`config.mk`:
```
export PLATFORM = sky130hd
export DESIGN_NAME = rst_seq_ctrl
export DESIGN_NICKNAME = d
export VERILOG_FILES = /design/src/rtl/rst_seq_pkg.sv /design/src/rtl/rst_sync.sv /design/src/rtl/rst_stretch.sv /design/src/rtl/core_clk_div.sv /design/src/rtl/release_seq.sv /design/src/rtl/rst_seq_ctrl.sv
export SDC_FILE = /design/constraint.sdc
export NUM_CORES = 1
export LEC_CHECK = 0
export BUFFER_PORTS_ARGS = -buffer_cell sky130_fd_sc_hd__buf_2
export CORE_MARGIN = 2
export CORE_UTILIZATION = 30
export DETAILED_ROUTE_END_ITERATION = 16
export PLACE_DENSITY = 0.57
export SKIP_LAST_GASP = 1
export SLEW_MARGIN = 0
export SYNTH_ARGS = -nofsm -noshare
export SYNTH_HDL_FRONTEND = slang
export SYNTH_HIERARCHICAL = 1
export SYNTH_SLANG_ARGS = --single-unit
```
`constraint.sdc`:
```
create_clock -name clk_in -period 1.2 [get_ports clk_in]
set_input_delay 0.06 -clock clk_in [delete_from_list [all_inputs] [get_ports clk_in]]
set_output_delay 0.06 -clock clk_in [all_outputs]
set_load 0.03 [all_outputs]
```
`src/rtl/rst_seq_pkg.sv`:
```
package rst_seq_pkg;
    localparam int STRAP_W = 3;

    typedef struct packed {
        logic grp;
        logic eclk;
        logic aux;
        logic tick;
    } rel_en_t;
endpackage

```
`src/rtl/rst_sync.sv`:
```
module rst_sync #(
    parameter int STAGES = 2
) (
    input  logic clk,
    input  logic arst_n,
    output logic rel,
    output logic rel_edge
);
    logic [STAGES-1:0] chain_d, chain_q;

    always_comb begin
        chain_d = {chain_q[STAGES-2:0], 1'b1};
    end

    always_ff @(posedge clk or negedge arst_n) begin
        if (!arst_n) chain_q <= '0;
        else         chain_q <= chain_d;
    end

    assign rel      = chain_q[STAGES-1];
    // The last stage is about to rise: this is the edge on which it sets.
    assign rel_edge = chain_q[STAGES-2] & ~chain_q[STAGES-1];
endmodule

```
`src/rtl/rst_stretch.sv`:
```
module rst_stretch #(
    parameter int STRETCH = 512
) (
    input  logic clk,
    input  logic arst_n,
    input  logic rel,
    output logic int_rst_n
);
    localparam int CW = $clog2(STRETCH) + 1;

    typedef struct packed {
        logic [CW-1:0] cnt;
        logic          done;
    } st_t;

    st_t s_d, s_q;

    always_comb begin
        s_d = s_q;
        if (rel && !s_q.done) begin
            s_d.cnt = s_q.cnt + CW'(1);
            if (s_q.cnt == CW'(STRETCH - 1)) s_d.done = 1'b1;
        end
    end

    always_ff @(posedge clk or negedge arst_n) begin
        if (!arst_n) s_q <= '0;
        else         s_q <= s_d;
    end

    assign int_rst_n = s_q.done;

    // the count never runs past the stretch length
    assert_cnt_bound_R1: assert property (@(posedge clk) disable iff (!arst_n)
        s_q.cnt <= CW'(STRETCH)) else $error("stretch count out of range");
    // nothing counts before the synchronised release
    assert_no_early_count_R9: assert property (@(posedge clk) disable iff (!arst_n)
        !rel |=> s_q.cnt == $past(s_q.cnt)) else $error("count moved before release");
endmodule

```
`src/rtl/core_clk_div.sv`:
```
module core_clk_div #(
    parameter int DIV = 8
) (
    input  logic clk,
    input  logic arst_n,
    input  logic int_rst_n,
    output logic cpu_clk_en
);
    localparam int DW = $clog2(DIV);

    logic [DW-1:0] div_d, div_q;

    always_comb begin
        div_d = (div_q == DW'(DIV - 1)) ? '0 : div_q + DW'(1);
    end

    always_ff @(posedge clk or negedge arst_n) begin
        if (!arst_n) div_q <= '0;
        else         div_q <= div_d;
    end

    assign cpu_clk_en = int_rst_n | (div_q == DW'(DIV - 1));

    // during the stretch an enable pulse is never followed by another
    assert_slow_pulse_R2: assert property (@(posedge clk) disable iff (!arst_n)
        (!int_rst_n && cpu_clk_en) |=> (!cpu_clk_en || int_rst_n))
        else $error("back-to-back core enables during reset");
endmodule

```
`src/rtl/release_seq.sv`:
```
module release_seq
    import rst_seq_pkg::*;
#(
    parameter int GRP_DLY  = 1,
    parameter int ECLK_DLY = 2,
    parameter int AUX_DLY  = 3,
    parameter int TICK_DLY = 4
) (
    input  logic    clk,
    input  logic    arst_n,
    input  logic    int_rst_n,
    output rel_en_t en
);
    localparam int SEQ_MAX = TICK_DLY;
    localparam int SW      = $clog2(SEQ_MAX + 1);

    logic [SW-1:0] seq_d, seq_q;

    always_comb begin
        seq_d = seq_q;
        if (int_rst_n && seq_q < SW'(SEQ_MAX)) seq_d = seq_q + SW'(1);
    end

    always_ff @(posedge clk or negedge arst_n) begin
        if (!arst_n) seq_q <= '0;
        else         seq_q <= seq_d;
    end

    always_comb begin
        en.grp  = seq_q >= SW'(GRP_DLY);
        en.eclk = seq_q >= SW'(ECLK_DLY);
        en.aux  = seq_q >= SW'(AUX_DLY);
        en.tick = seq_q >= SW'(TICK_DLY);
    end

    // groups open only after the internal reset has ended
    assert_grp_after_rst_R6: assert property (@(posedge clk) disable iff (!arst_n)
        $rose(en.grp) |-> $past(int_rst_n)) else $error("groups opened during reset");
    // clock outputs open in order, after the groups
    assert_clk_order_R7: assert property (@(posedge clk) disable iff (!arst_n)
        (en.tick |-> en.aux) and (en.aux |-> en.eclk) and (en.eclk |-> en.grp))
        else $error("clock release order broken");
endmodule

```
`src/rtl/rst_seq_ctrl.sv`:
```
module rst_seq_ctrl
    import rst_seq_pkg::*;
#(
    parameter int STRETCH  = 512,
    parameter int SYNC_STG = 2,
    parameter int DIV      = 8,
    parameter int GRP_DLY  = 1,
    parameter int ECLK_DLY = 2,
    parameter int AUX_DLY  = 3,
    parameter int TICK_DLY = 4
) (
    input  logic               clk_in,
    input  logic               ext_rst_n,
    input  logic [STRAP_W-1:0] boot_straps,
    input  logic               pll_wr_en,
    input  logic               pll_wr_engage,
    output logic               int_rst_n,
    output logic               cpu_clk_en,
    output logic [STRAP_W-1:0] boot_cfg,
    output logic               pll_bypass,
    output logic               mem_grp_oe,
    output logic               busreq_valid,
    output logic               ser_grp_oe,
    output logic               host_grp_oe,
    output logic               eclk_oe,
    output logic               aux_clk_oe,
    output logic               tick_clk_run
);
    typedef struct packed {
        logic [STRAP_W-1:0] cfg;
        logic               bypass;
    } cfg_t;

    logic    rel, rel_edge, stretch_done, div_en;
    rel_en_t en;
    cfg_t    c_d, c_q;

    rst_sync #(.STAGES(SYNC_STG)) u_sync (
        .clk(clk_in), .arst_n(ext_rst_n), .rel(rel), .rel_edge(rel_edge)
    );

    rst_stretch #(.STRETCH(STRETCH)) u_stretch (
        .clk(clk_in), .arst_n(ext_rst_n), .rel(rel), .int_rst_n(stretch_done)
    );

    core_clk_div #(.DIV(DIV)) u_div (
        .clk(clk_in), .arst_n(ext_rst_n), .int_rst_n(stretch_done), .cpu_clk_en(div_en)
    );

    release_seq #(
        .GRP_DLY(GRP_DLY), .ECLK_DLY(ECLK_DLY), .AUX_DLY(AUX_DLY), .TICK_DLY(TICK_DLY)
    ) u_seq (
        .clk(clk_in), .arst_n(ext_rst_n), .int_rst_n(stretch_done), .en(en)
    );

    always_comb begin
        c_d = c_q;
        if (rel_edge) c_d.cfg = boot_straps;
        if (stretch_done && pll_wr_en) c_d.bypass = ~pll_wr_engage;
    end

    always_ff @(posedge clk_in or negedge ext_rst_n) begin
        if (!ext_rst_n) c_q <= '{cfg: '0, bypass: 1'b1};
        else            c_q <= c_d;
    end

    // The external reset gates every pad control directly, with no clock edge in the path.
    assign int_rst_n    = stretch_done & ext_rst_n;
    assign cpu_clk_en   = div_en & ext_rst_n;
    assign boot_cfg     = c_q.cfg;
    assign pll_bypass   = c_q.bypass;
    assign mem_grp_oe   = en.grp & ext_rst_n;
    assign busreq_valid = en.grp & ext_rst_n;
    assign ser_grp_oe   = en.grp & ext_rst_n;
    assign host_grp_oe  = en.grp & ext_rst_n;
    assign eclk_oe      = en.eclk & ext_rst_n;
    assign aux_clk_oe   = en.aux & ext_rst_n;
    assign tick_clk_run = en.tick & ext_rst_n;

    // the internal reset can only end after the synchronised release
    assert_rel_first_R1: assert property (@(posedge clk_in) disable iff (!ext_rst_n)
        stretch_done |-> rel) else $error("internal reset ended before release");
    // the captured straps stay fixed once the release is seen
    assert_strap_hold_R3: assert property (@(posedge clk_in) disable iff (!ext_rst_n)
        (rel && $past(rel)) |-> $stable(c_q.cfg)) else $error("boot config changed");
    // the PLL stays bypassed for the whole internal reset
    assert_bypass_in_rst_R8: assert property (@(posedge clk_in) disable iff (!ext_rst_n)
        !stretch_done |-> c_q.bypass) else $error("PLL left bypass during reset");
endmodule

```
==> results of run 1 <==
placed cells by master (no fill, tap or decap), types with 3 or more instances in the layout:
cell type and instances:
and2_1 4, nand2_1 7, dlygate4sd3_1 3, xnor2_1 5, buf_6 10, ha_2 3
xor2_1 5, dfrtp_1 20, mux2_1 3, buf_2 11, clkbuf_8 3, inv_1 6
buf_4 12, ha_4 3
report_power, final:
| group | total (mW) | internal, mW | switching, mW |
|---|---|---|---|
| Sequential | 1.04 | 0.895 | 0.145 |
| Combinational | 0.544 | 0.252 | 0.293 |
| Clock | 0.480 | 0.237 | 0.243 |
| Total | 2.06 | 1.38 | 0.681 |
area by class of cell:
class                           instances  area, sq um  share of cell area
Sequential cell                        23          579               0.363
Clock buffer                            4         45.0              0.0282
Multi-Input combinational cell         59          598               0.375
Inverter                                7         26.3              0.0165
Timing Repair Buffer                   36          288               0.180
Tap cell                               48         60.1              0.0376
flip-flops by register name, indices dropped and copies added (netlist names):
register	count
boot_cfg	3
pll_bypass	1
u_div/div_q	3
u_seq/seq_q	3
u_stretch/int_rst_n	1
u_stretch/s_q	10
u_sync/chain_q	2
layer usage:
metal,routed length [microns],up-vias,share of wire,global-route usage
li1,-,370,-,-
met3,64,3,0.031,0.0204
met5,0,-,0,0
met4,38,0,0.018,0.0547
met1,934,386,0.45,0.136
met2,1020,15,0.50,0.184
metrics by stage:
| step | instances | util | setup slack [ns] | setup TNS, ns | cell area, sq um |
|---|---|---|---|---|---|
| after floorplan | 93 | - | -0.0559 | -0.168 | 1160 |
| after global placement | 164 | 0.366 | -0.117 | -0.415 | 1340 |
| after detailed placement | 164 | 0.366 | -0.161 | -0.649 | 1340 |
| after CTS | 174 | 0.417 | -0.354 | -2.37 | 1530 |
| after global routing | 177 | 0.436 | -0.420 | -2.91 | 1600 |
| final | 177 | 0.436 | -0.364 | -2.13 | 1600 |
worst min-delay path by stage:
| stage | startpoint | end | cells past startpoint |
|---|---|---|---|
| 3_5_place_dp | ext_rst_n | u_seq/seq_q[2]$_DFFE_PN0P_ | 1 |
| 4_1_cts | boot_straps[0] | boot_cfg[0]$_DFFE_PN0P_ | 2 |
| 3_3_place_gp | ext_rst_n | u_seq/seq_q[2]$_DFFE_PN0P_ | 1 |
| 5_1_grt | boot_straps[2] | boot_cfg[2]$_DFFE_PN0P_ | 2 |
| 2_1_floorplan | ext_rst_n | boot_cfg[0]$_DFFE_PN0P_ | 0 |
| 6_report | boot_straps[0] | boot_cfg[0]$_DFFE_PN0P_ | 2 |
cell families after synthesis:
group / count (synthesis) / share of synthesized area
fa+ha+maj: 7 / 0.0765
flops: 23 / 0.504
buf+inv: 11 / 0.0459
mux: 5 / 0.0514
other cells: 1 / 0.00328
compound gates: 3 / 0.0164
xor+xnor: 10 / 0.0765
simple gates: 33 / 0.226
critical path, cell delays in order (launching register included):
cell and delay, ns:
dfrtp_1 0.42, ha_2 0.18, ha_1 0.16, nor2_1 0.10
o21ai_1 0.08, and2_1 0.16, buf_6 0.13
what timing repair did:
action,CTS,global route
endpoints found under the hold margin,11,0
pin swaps,3,8
resized for setup,24,10
endpoints found under the setup margin,10,19
buffers inserted,4,4
hold buffers,3,0
==> impl_metrics.py, run 1 <==
metrics = {
    "clock_tree": {
        "cts_tree": "built",
        "clkTransAtPathRegs_ns": 0.08,
        "clock-sinks": 23,
        "htreeDepth": 1,
        "clock_latency_ns": 0.27,
        "numCtsBuffers": 3,
        "cts_buffer_depth": 2,
        "cts_root_buffer": "clkbuf_8",
    },
    "global_routing": {
        "antenna_found_initial": 0,
        "grt_max_degree": 14,
        "grt_pass1_vias": 793,
        "grt_pass1_wl_microns": 3580,
        "grt.total_usage": 0.111,
        "grt_remaining_overflow": 0,
    },
    "critical_path": {
        "critical_path_class": "reg -> out",
        "ff2ff_path_depth": 4,
        "end_kind": "output pin",
        "r2r-start": "u_stretch/int_rst_n$_DFFE_PN0P_",
        "worstPathArrival_ns": 1.50,
        "endpoint": "aux_clk_oe",
        "critical_path.startpoint_type": "flop",
        "cp_max_fo": 3,
        "rrSetupSlack_ns": 0.02,
        "worstPathRequired_ns": 1.14,
        "crit_path_start": "u_seq/seq_q[1]$_DFFE_PN0P_",
        "regToRegEndpoint": "u_stretch/s_q[10]$_DFFE_PN0P_",
    },
    "final_layout": {
        "n_fill_cell": 327,
        "nNetsFinal": 144,
        "drive_above_1_share": 0.488,
        "syn_to_final_growth_pct": 39.5,
        "diodes": 0,
    },
    "timing": {
        "fin_ws_ns": -0.364,
        "grt_setup_unrepaired": "yes",
        "fmax_mhz": 639,
        "fin_skew_ns": 0.00219,
        "fin_crit_ns": 1.56,
        "hold_ws_ns": 0.0118,
        "period_share": 1.30,
        "hold_viol": 0,
        "drv_slew": 0,
        "setup_viol": 8,
    },
    "run": {
        "drv_cap": 0,
    },
    "die": {
        "io_pins": 20,
        "die_w_microns": 65.8,
        "core.rowCount": 22,
        "initial_core_util": 0.313,
        "die_h_microns": 65.8,
        "core_sq_um": 3660,
        "die_area_sq_um": 4330,
    },
    "detailed_routing": {
        "via_count": 774,
        "wl_per_cell_microns": 11.6,
        "avgViaCountPerCell": 4.37,
        "wirelength_microns": 2060,
        "drt-initial-drc-count": 5,
        "ant_nets": 0,
        "drc_errors": 0,
        "first_pass_iters": 3,
    },
    "power": {
        "p_leak_nw": 0.781,
        "power_mw": 2.06,
        "power_density_nw_per_um2": 1290,
        "ir_worst_vdd_mv": 0.744,
    },
    "synthesis": {
        "ys_seq_area_frac": 0.504,
        "ys_ff_latch": 23,
        "synth_area_per_cell_sq_um": 12.3,
        "syn_nets": 107,
        "synth_cell_types": 31,
        "synth_edf_count": 0,
        "netlist_instances": 93,
        "synth_top_cell_by_area": "dfrtp_1",
        "ys_top_cells_by_count": "22 x dfrtp_1, 7 x ha_1, 7 x inv_1, 7 x nand2_1, 6 x and2_1",
        "synth_top_flop_cell": "dfrtp_1",
        "synth_warnings": 6,
        "synthTopCellsByArea": "dfrtp_1 48%, ha_1 7.7%, xnor2_1 3.8%",
        "synthesis.area_sq_um": 1140,
        "synth_top_area_frac": 0.481,
        "async_flop_share": 1.00,
        "synth.most_common_cell": "dfrtp_1",
    },
    "placement": {
        "port_buffers": 19,
        "place_congestion": 0.705,
        "dp.final_hpwl_microns": 1360,
    },
    "outcome": {
        "violations": "negative setup slack",
        "status": "finished with violations",
    },
    "min_path": {
        "hp-class": "in -> reg",
    },
}
Note: power is estimated with default switching activity, not from simulation.
==> run 2, diff against run 1 <==
- ABC_AREA: unset -> 1
- CORE_UTILIZATION: 30 -> 48
- PLACE_DENSITY: 0.57 -> 0.8
==> run 2 against run 1 <==
Compared with the run above: largest cell class is now registers; via count is 30% higher; utilization is 30 points higher; clock power is 28% lower; synthesized cell count is 46% higher; fmax is 2.3% higher; the flow still finishes with violations (negative setup slack); register-to-register slack worse by 0.04 ns; sequential power is 5% lower; critical path depth is 1 higher.
==> impl_metrics.py, run 2 <==
metrics = {
    "final_layout": {
        "syn_to_final_growth_pct": 44.1,
        "final_cell_mix": "39 x nand2_1, 21 x dfrtp_1, 16 x inv_1",
        "fin_area_sq_um": 1650,
        "drive_above_1_share": 0.385,
        "mostFrequentLayoutCell": "nand2_1",
        "nNetsFinal": 194,
        "regMostFlops": "u_stretch/s_q",
        "largest_register_ffs": 10,
        "n_fill_cell": 161,
        "diodes": 0,
    },
    "power": {
        "ir_worst_vdd_mv": 0.802,
        "p_leak_nw": 0.857,
        "power_density_nw_per_um2": 1030,
    },
    "detailed_routing": {
        "first_pass_iters": 4,
        "via_count": 1010,
        "drt-initial-drc-count": 14,
        "ant_nets": 0,
        "avgViaCountPerCell": 4.88,
        "wirelength_microns": 2640,
        "drc_errors": 0,
        "wl_per_cell_microns": 12.7,
    },
    "critical_path": {
        "regToRegEndpoint": "u_stretch/s_q[7]$_DFFE_PN0P_",
        "end_kind": "output pin",
        "critical_path_class": "reg -> out",
        "cp_max_fo": 3,
        "rrSetupSlack_ns": -0.02,
        "worstPathRequired_ns": 1.14,
        "worstPathArrival_ns": 1.47,
        "ff2ff_path_depth": 7,
        "critical_path.startpoint_type": "flop",
        "r2r-start": "u_stretch/int_rst_n$_DFFE_PN0P_",
    },
    "synthesis": {
        "ys_top_cells_by_count": "43 x nand2_1, 22 x dfrtp_1, 20 x inv_1, 8 x nand3_1, 8 x nor2_1",
        "synth.most_common_cell": "nand2_1",
        "synth_edf_count": 0,
        "synthTopCellsByArea": "dfrtp_1 48%, nand2_1 14%, ha_1 7.6%",
        "ys_ff_latch": 23,
        "async_flop_share": 1.00,
        "synth_warnings": 6,
        "syn_nets": 150,
        "synth_top_flop_cell": "dfrtp_1",
        "netlist_instances": 136,
        "ys_seq_area_frac": 0.503,
        "synth_top_area_frac": 0.480,
        "synth_cell_types": 21,
        "synth_top_cell_by_area": "dfrtp_1",
        "synth_area_per_cell_sq_um": 8.44,
        "synthesis.area_sq_um": 1150,
    },
    "global_routing": {
        "antenna_found_initial": 0,
        "grt_remaining_overflow": 0,
        "grt_pass1_vias": 943,
        "grt_pass1_wl_microns": 3620,
        "grt_max_degree": 14,
        "grt.total_usage": 0.178,
    },
    "timing": {
        "setup_viol": 8,
        "fmax_mhz": 654,
        "fin_skew_ns": 0.00610,
        "hold_viol": 0,
        "grt_setup_unrepaired": "yes",
        "fin_crit_ns": 1.53,
        "fin_ws_ns": -0.328,
        "hold_ws_ns": 0.193,
        "period_share": 1.27,
        "drv_slew": 0,
    },
    "placement": {
        "post-place-ws_ns": -0.00334,
        "port_buffers": 19,
        "place_area_sq_um": 1290,
        "dp.final_hpwl_microns": 1530,
        "place_congestion": 0.719,
    },
    "die": {
        "die_h_microns": 52.9,
        "core.rowCount": 17,
        "die_area_sq_um": 2800,
        "core_sq_um": 2230,
        "die_w_microns": 52.9,
        "io_pins": 20,
        "initial_core_util": 0.514,
    },
    "outcome": {
        "status": "finished with violations",
        "violations": "negative setup slack",
    },
    "clock_tree": {
        "cts_tree": "built",
        "clock_latency_ns": 0.30,
        "clock-sinks": 23,
        "clkTransAtPathRegs_ns": 0.12,
        "numCtsBuffers": 3,
        "cts_buffer_depth": 2,
        "htreeDepth": 1,
        "cts_root_buffer": "clkbuf_4",
    },
    "min_path": {
        "hp-class": "in -> async",
    },
    "run": {
        "drv_cap": 0,
    },
}
==> run 2: cell types whose count changed in the layout (fill, tap and decap cells not counted), sizes merged, moves of 4 or more <==
cell,before,now
inv,7,22
nand3b,0,4
buf,33,37
and2,6,0
nand3,2,9
mux2,4,0
nand2,8,44
nor2,3,12
xnor2,5,1
==> run 2: logic make-up (layout without fill, tap and decap cells) <==
logic type	Yosys count	after routing	synth area share
flops	23	23	0.503
buf+inv	26	69	0.0949
other cells	1	1	0.00327
simple gates	70	70	0.274
xor+xnor	3	3	0.0229
fa+ha+maj	7	7	0.0763
compound gates	6	6	0.0262
==> run 2: how the worst max path moves through the flow <==
stage                                     startpoint      endpoint  cells after the start
after global routing      u_seq/seq_q[1]$_DFFE_PN0P_    aux_clk_oe                      7
after CTS                 u_seq/seq_q[0]$_DFFE_PN0P_  busreq_valid                      6
after global placement    u_seq/seq_q[1]$_DFFE_PN0P_    aux_clk_oe                      7
after detailed placement  u_seq/seq_q[1]$_DFFE_PN0P_    aux_clk_oe                      7
final                     u_seq/seq_q[1]$_DFFE_PN0P_    aux_clk_oe                      7
after floorplan           u_seq/seq_q[1]$_DFFE_PN0P_   host_grp_oe                      6
==> run 2: area by class of cell <==
cell class / instances / area [sq um] / area share
sequential: 23 / 578 / 0.350
clock buffer: 3 / 22.5 / 0.0136
timing repair buffer: 43 / 365 / 0.221
tap: 28 / 35.0 / 0.0212
inverter: 22 / 90.1 / 0.0545
clock inverter: 1 / 5.00 / 0.00303
multi-input combinational: 87 / 557 / 0.337
==> run 2: timing repair <==
action                     in CTS  in global routing
hold endpoints to repair       26                  0
pin swaps                       2                 14
hold buffers                    6                  0
resized for setup              24                 28
gates cloned                    0                  0
setup buffers                   5                  8
setup endpoints to repair       8                 17
==> run 2: worst max-delay path, stage by stage (launching register included) <==
cell and delay (ns):
dfrtp_1 0.43, ha_2 0.19, ha_2 0.17, nor2_1 0.08, o21ai_1 0.06, nand2_1 0.06, inv_1 0.04, buf_6 0.13
==> run 2: metrics by stage <==
stage / power (mW) / TNS [ns] / utilization / instances
3_5_place_dp: 1.28 / -0.00334 / 0.577 / 184
3_3_place_gp: 1.26 / 0 / 0.577 / 184
5_1_grt: 1.79 / -2.48 / 0.740 / 207
4_1_cts: 1.65 / -1.90 / 0.667 / 199
2_1_floorplan: 1.18 / 0 / - / 136
6_report: 1.70 / -1.76 / 0.740 / 207
==> run 2: metal layers <==
metal	routed length, microns	global-route usage	vias to the layer above
li1	-	-	496
met1	1020	0.195	491
met2	1530	0.342	19
met3	60	0.0339	4
met4	29	0.0513	0
met5	0	0	-
==> run 2: power breakdown <==
part / switching (mW) / internal, mW
Clock: 0.221 / 0.124
Sequential: 0.104 / 0.880
Combinational: 0.218 / 0.153
Total: 0.542 / 1.16
==> run 3, diff against run 2 <==
- ABC_AREA: 1 -> unset
- SKIP_CTS_REPAIR_TIMING: unset -> 1
==> run 3 against run 2 <==
Compared with the run above: the run still ends with negative setup slack left; sequential cell count stayed put; setup slack worse by 0.079 ns; clock skew is 0.0044 ns lower; highest routed layer unchanged; global-route usage is 2.2 points lower; non-clock buffer count is 2 lower; fmax is 4.9% lower; combinational power is 55% higher; cell count is 22% lower; first-iteration DRC count is 86% lower.
==> impl_metrics.py, run 3 (same netlist as run 1, synthesis figures left out) <==
metrics = {
    "placement": {
        "port_buffers": 19,
        "dp.cells": 143,
        "dp.final_hpwl_microns": 1400,
        "place_congestion": 0.701,
    },
    "critical_path": {
        "rrSetupSlack_ns": -0.02,
        "regToRegEndpoint": "u_stretch/int_rst_n$_DFFE_PN0P_",
        "worstPathRequired_ns": 1.14,
        "cp_max_fo": 2,
        "r2r-start": "u_stretch/int_rst_n$_DFFE_PN0P_",
        "critical_path.startpoint_type": "flop",
        "end_kind": "output pin",
        "critical_path_class": "reg -> out",
        "crit_path_start": "u_div/div_q[0]$_DFF_PN0_",
        "worstPathArrival_ns": 1.55,
        "ff2ff_path_depth": 3,
    },
    "power": {
        "power_mw": 1.99,
        "p_leak_nw": 0.794,
        "ir_worst_vdd_mv": 0.995,
        "power_density_nw_per_um2": 1250,
    },
    "clock_tree": {
        "clock-sinks": 23,
        "cts_tree": "built",
        "cts_root_buffer": "clkbuf_4",
        "clkTransAtPathRegs_ns": 0.12,
        "clock_latency_ns": 0.31,
        "htreeDepth": 1,
        "cts_buffer_depth": 2,
        "numCtsBuffers": 3,
    },
    "die": {
        "die_w_microns": 52.8,
        "die_h_microns": 52.8,
        "core.rowCount": 17,
        "core_sq_um": 2230,
        "die_area_sq_um": 2790,
        "initial_core_util": 0.513,
        "io_pins": 20,
    },
    "run": {
        "drv_cap": 0,
    },
    "timing": {
        "fin_ws_ns": -0.407,
        "drv_slew": 0,
        "fin_skew_ns": 0.00168,
        "fin_crit_ns": 1.61,
        "setup_viol": 9,
        "hold_viol": 0,
        "fmax_mhz": 622,
        "grt_setup_unrepaired": "yes",
        "period_share": 1.34,
    },
    "global_routing": {
        "grt_use_met3": 0.0229,
        "grt_max_degree": 14,
        "grt_pass1_wl_microns": 3130,
        "busiest_layer": "met2",
        "grt_remaining_overflow": 0,
        "antenna_found_initial": 0,
        "grt_util_met2": 0.275,
        "grt_pass1_vias": 758,
        "use_met1": 0.182,
        "grt.total_usage": 0.156,
    },
    "outcome": {
        "violations": "negative setup slack",
        "status": "finished with violations",
    },
    "detailed_routing": {
        "drt-initial-drc-count": 2,
        "wl_per_cell_microns": 13.0,
        "first_pass_iters": 4,
        "drc_errors": 0,
        "ant_nets": 0,
        "avgViaCountPerCell": 4.86,
        "via_count": 788,
        "wirelength_microns": 2100,
    },
    "final_layout": {
        "regMostFlops": "u_stretch/s_q",
        "syn_to_final_growth_pct": 38.7,
        "mostFrequentLayoutCell": "dfrtp_1",
        "largest_register_ffs": 10,
        "stdcell_count": 162,
        "diodes": 0,
        "final_cell_mix": "18 x dfrtp_1, 14 x buf_4, 11 x buf_2",
        "drive_above_1_share": 0.493,
        "nNetsFinal": 149,
    },
    "min_path": {
        "hp-class": "in -> async",
    },
}
## run 3: cell count changes in the layout (fill, tap and decap cells not counted), sizes merged, moves of 6 or more
cell   change
nand2     -36
inv       -15
nor2       -9
nand3      -7
and2       +6
## run 3: worst max-delay path by stage
stage                  end  slack (ns)  cells after the start
6_report        cpu_clk_en       -0.41                      5
5_1_grt        host_grp_oe       -0.48                      5
4_1_cts         cpu_clk_en       -0.50                      5
3_5_place_dp    cpu_clk_en       -0.15                      5
3_3_place_gp    cpu_clk_en       -0.11                      5
2_1_floorplan  host_grp_oe       -0.06                      5
## run 3: critical path, stage by stage, from the launching register on
cell and delay (ns):
dfrtp_1 0.41, ha_2 0.18, ha_2 0.17, or2_1 0.20
and2_4 0.16, buf_6 0.13
## run 3: final cells by class
class,count,area [sq um]
Timing Repair Buffer,41,333
Inverter,7,26.3
Multi-Input combinational cell,59,586
Fill cell,158,646
Clock buffer,4,26.3
Sequential cell,23,582
Tap cell,28,35.0
## run 3: power by group
part	total [mW]	switching, mW	leakage (nW)	internal (mW)
clock	0.360	0.230	0.0150	0.130
combinational	0.575	0.297	0.492	0.278
sequential	1.05	0.153	0.287	0.902
## run 3: through the flow
stage / util / setup TNS (ns) / hold slack (ns) / cell area [sq um] / setup WS, ns
finish: 0.711 / -2.58 / 0.275 / 1590 / -0.407
global route: 0.711 / -3.46 / 0.328 / 1590 / -0.475
CTS: 0.598 / -3.07 / -0.255 / 1340 / -0.502
detailed placement: 0.586 / -0.599 / 0.0930 / 1310 / -0.152
global placement: 0.586 / -0.391 / 0.0863 / 1310 / -0.115
floorplan: - / -0.168 / -0.236 / 1160 / -0.0559
## run 3: metal layers
metal | part of all wire | wire length [microns] | vias up
li1 | - | - | 384
met1 | 0.41 | 863 | 383
met2 | 0.54 | 1140 | 19
met3 | 0.040 | 84 | 2
met4 | 0.0067 | 14 | 0
met5 | 0 | 0 | -
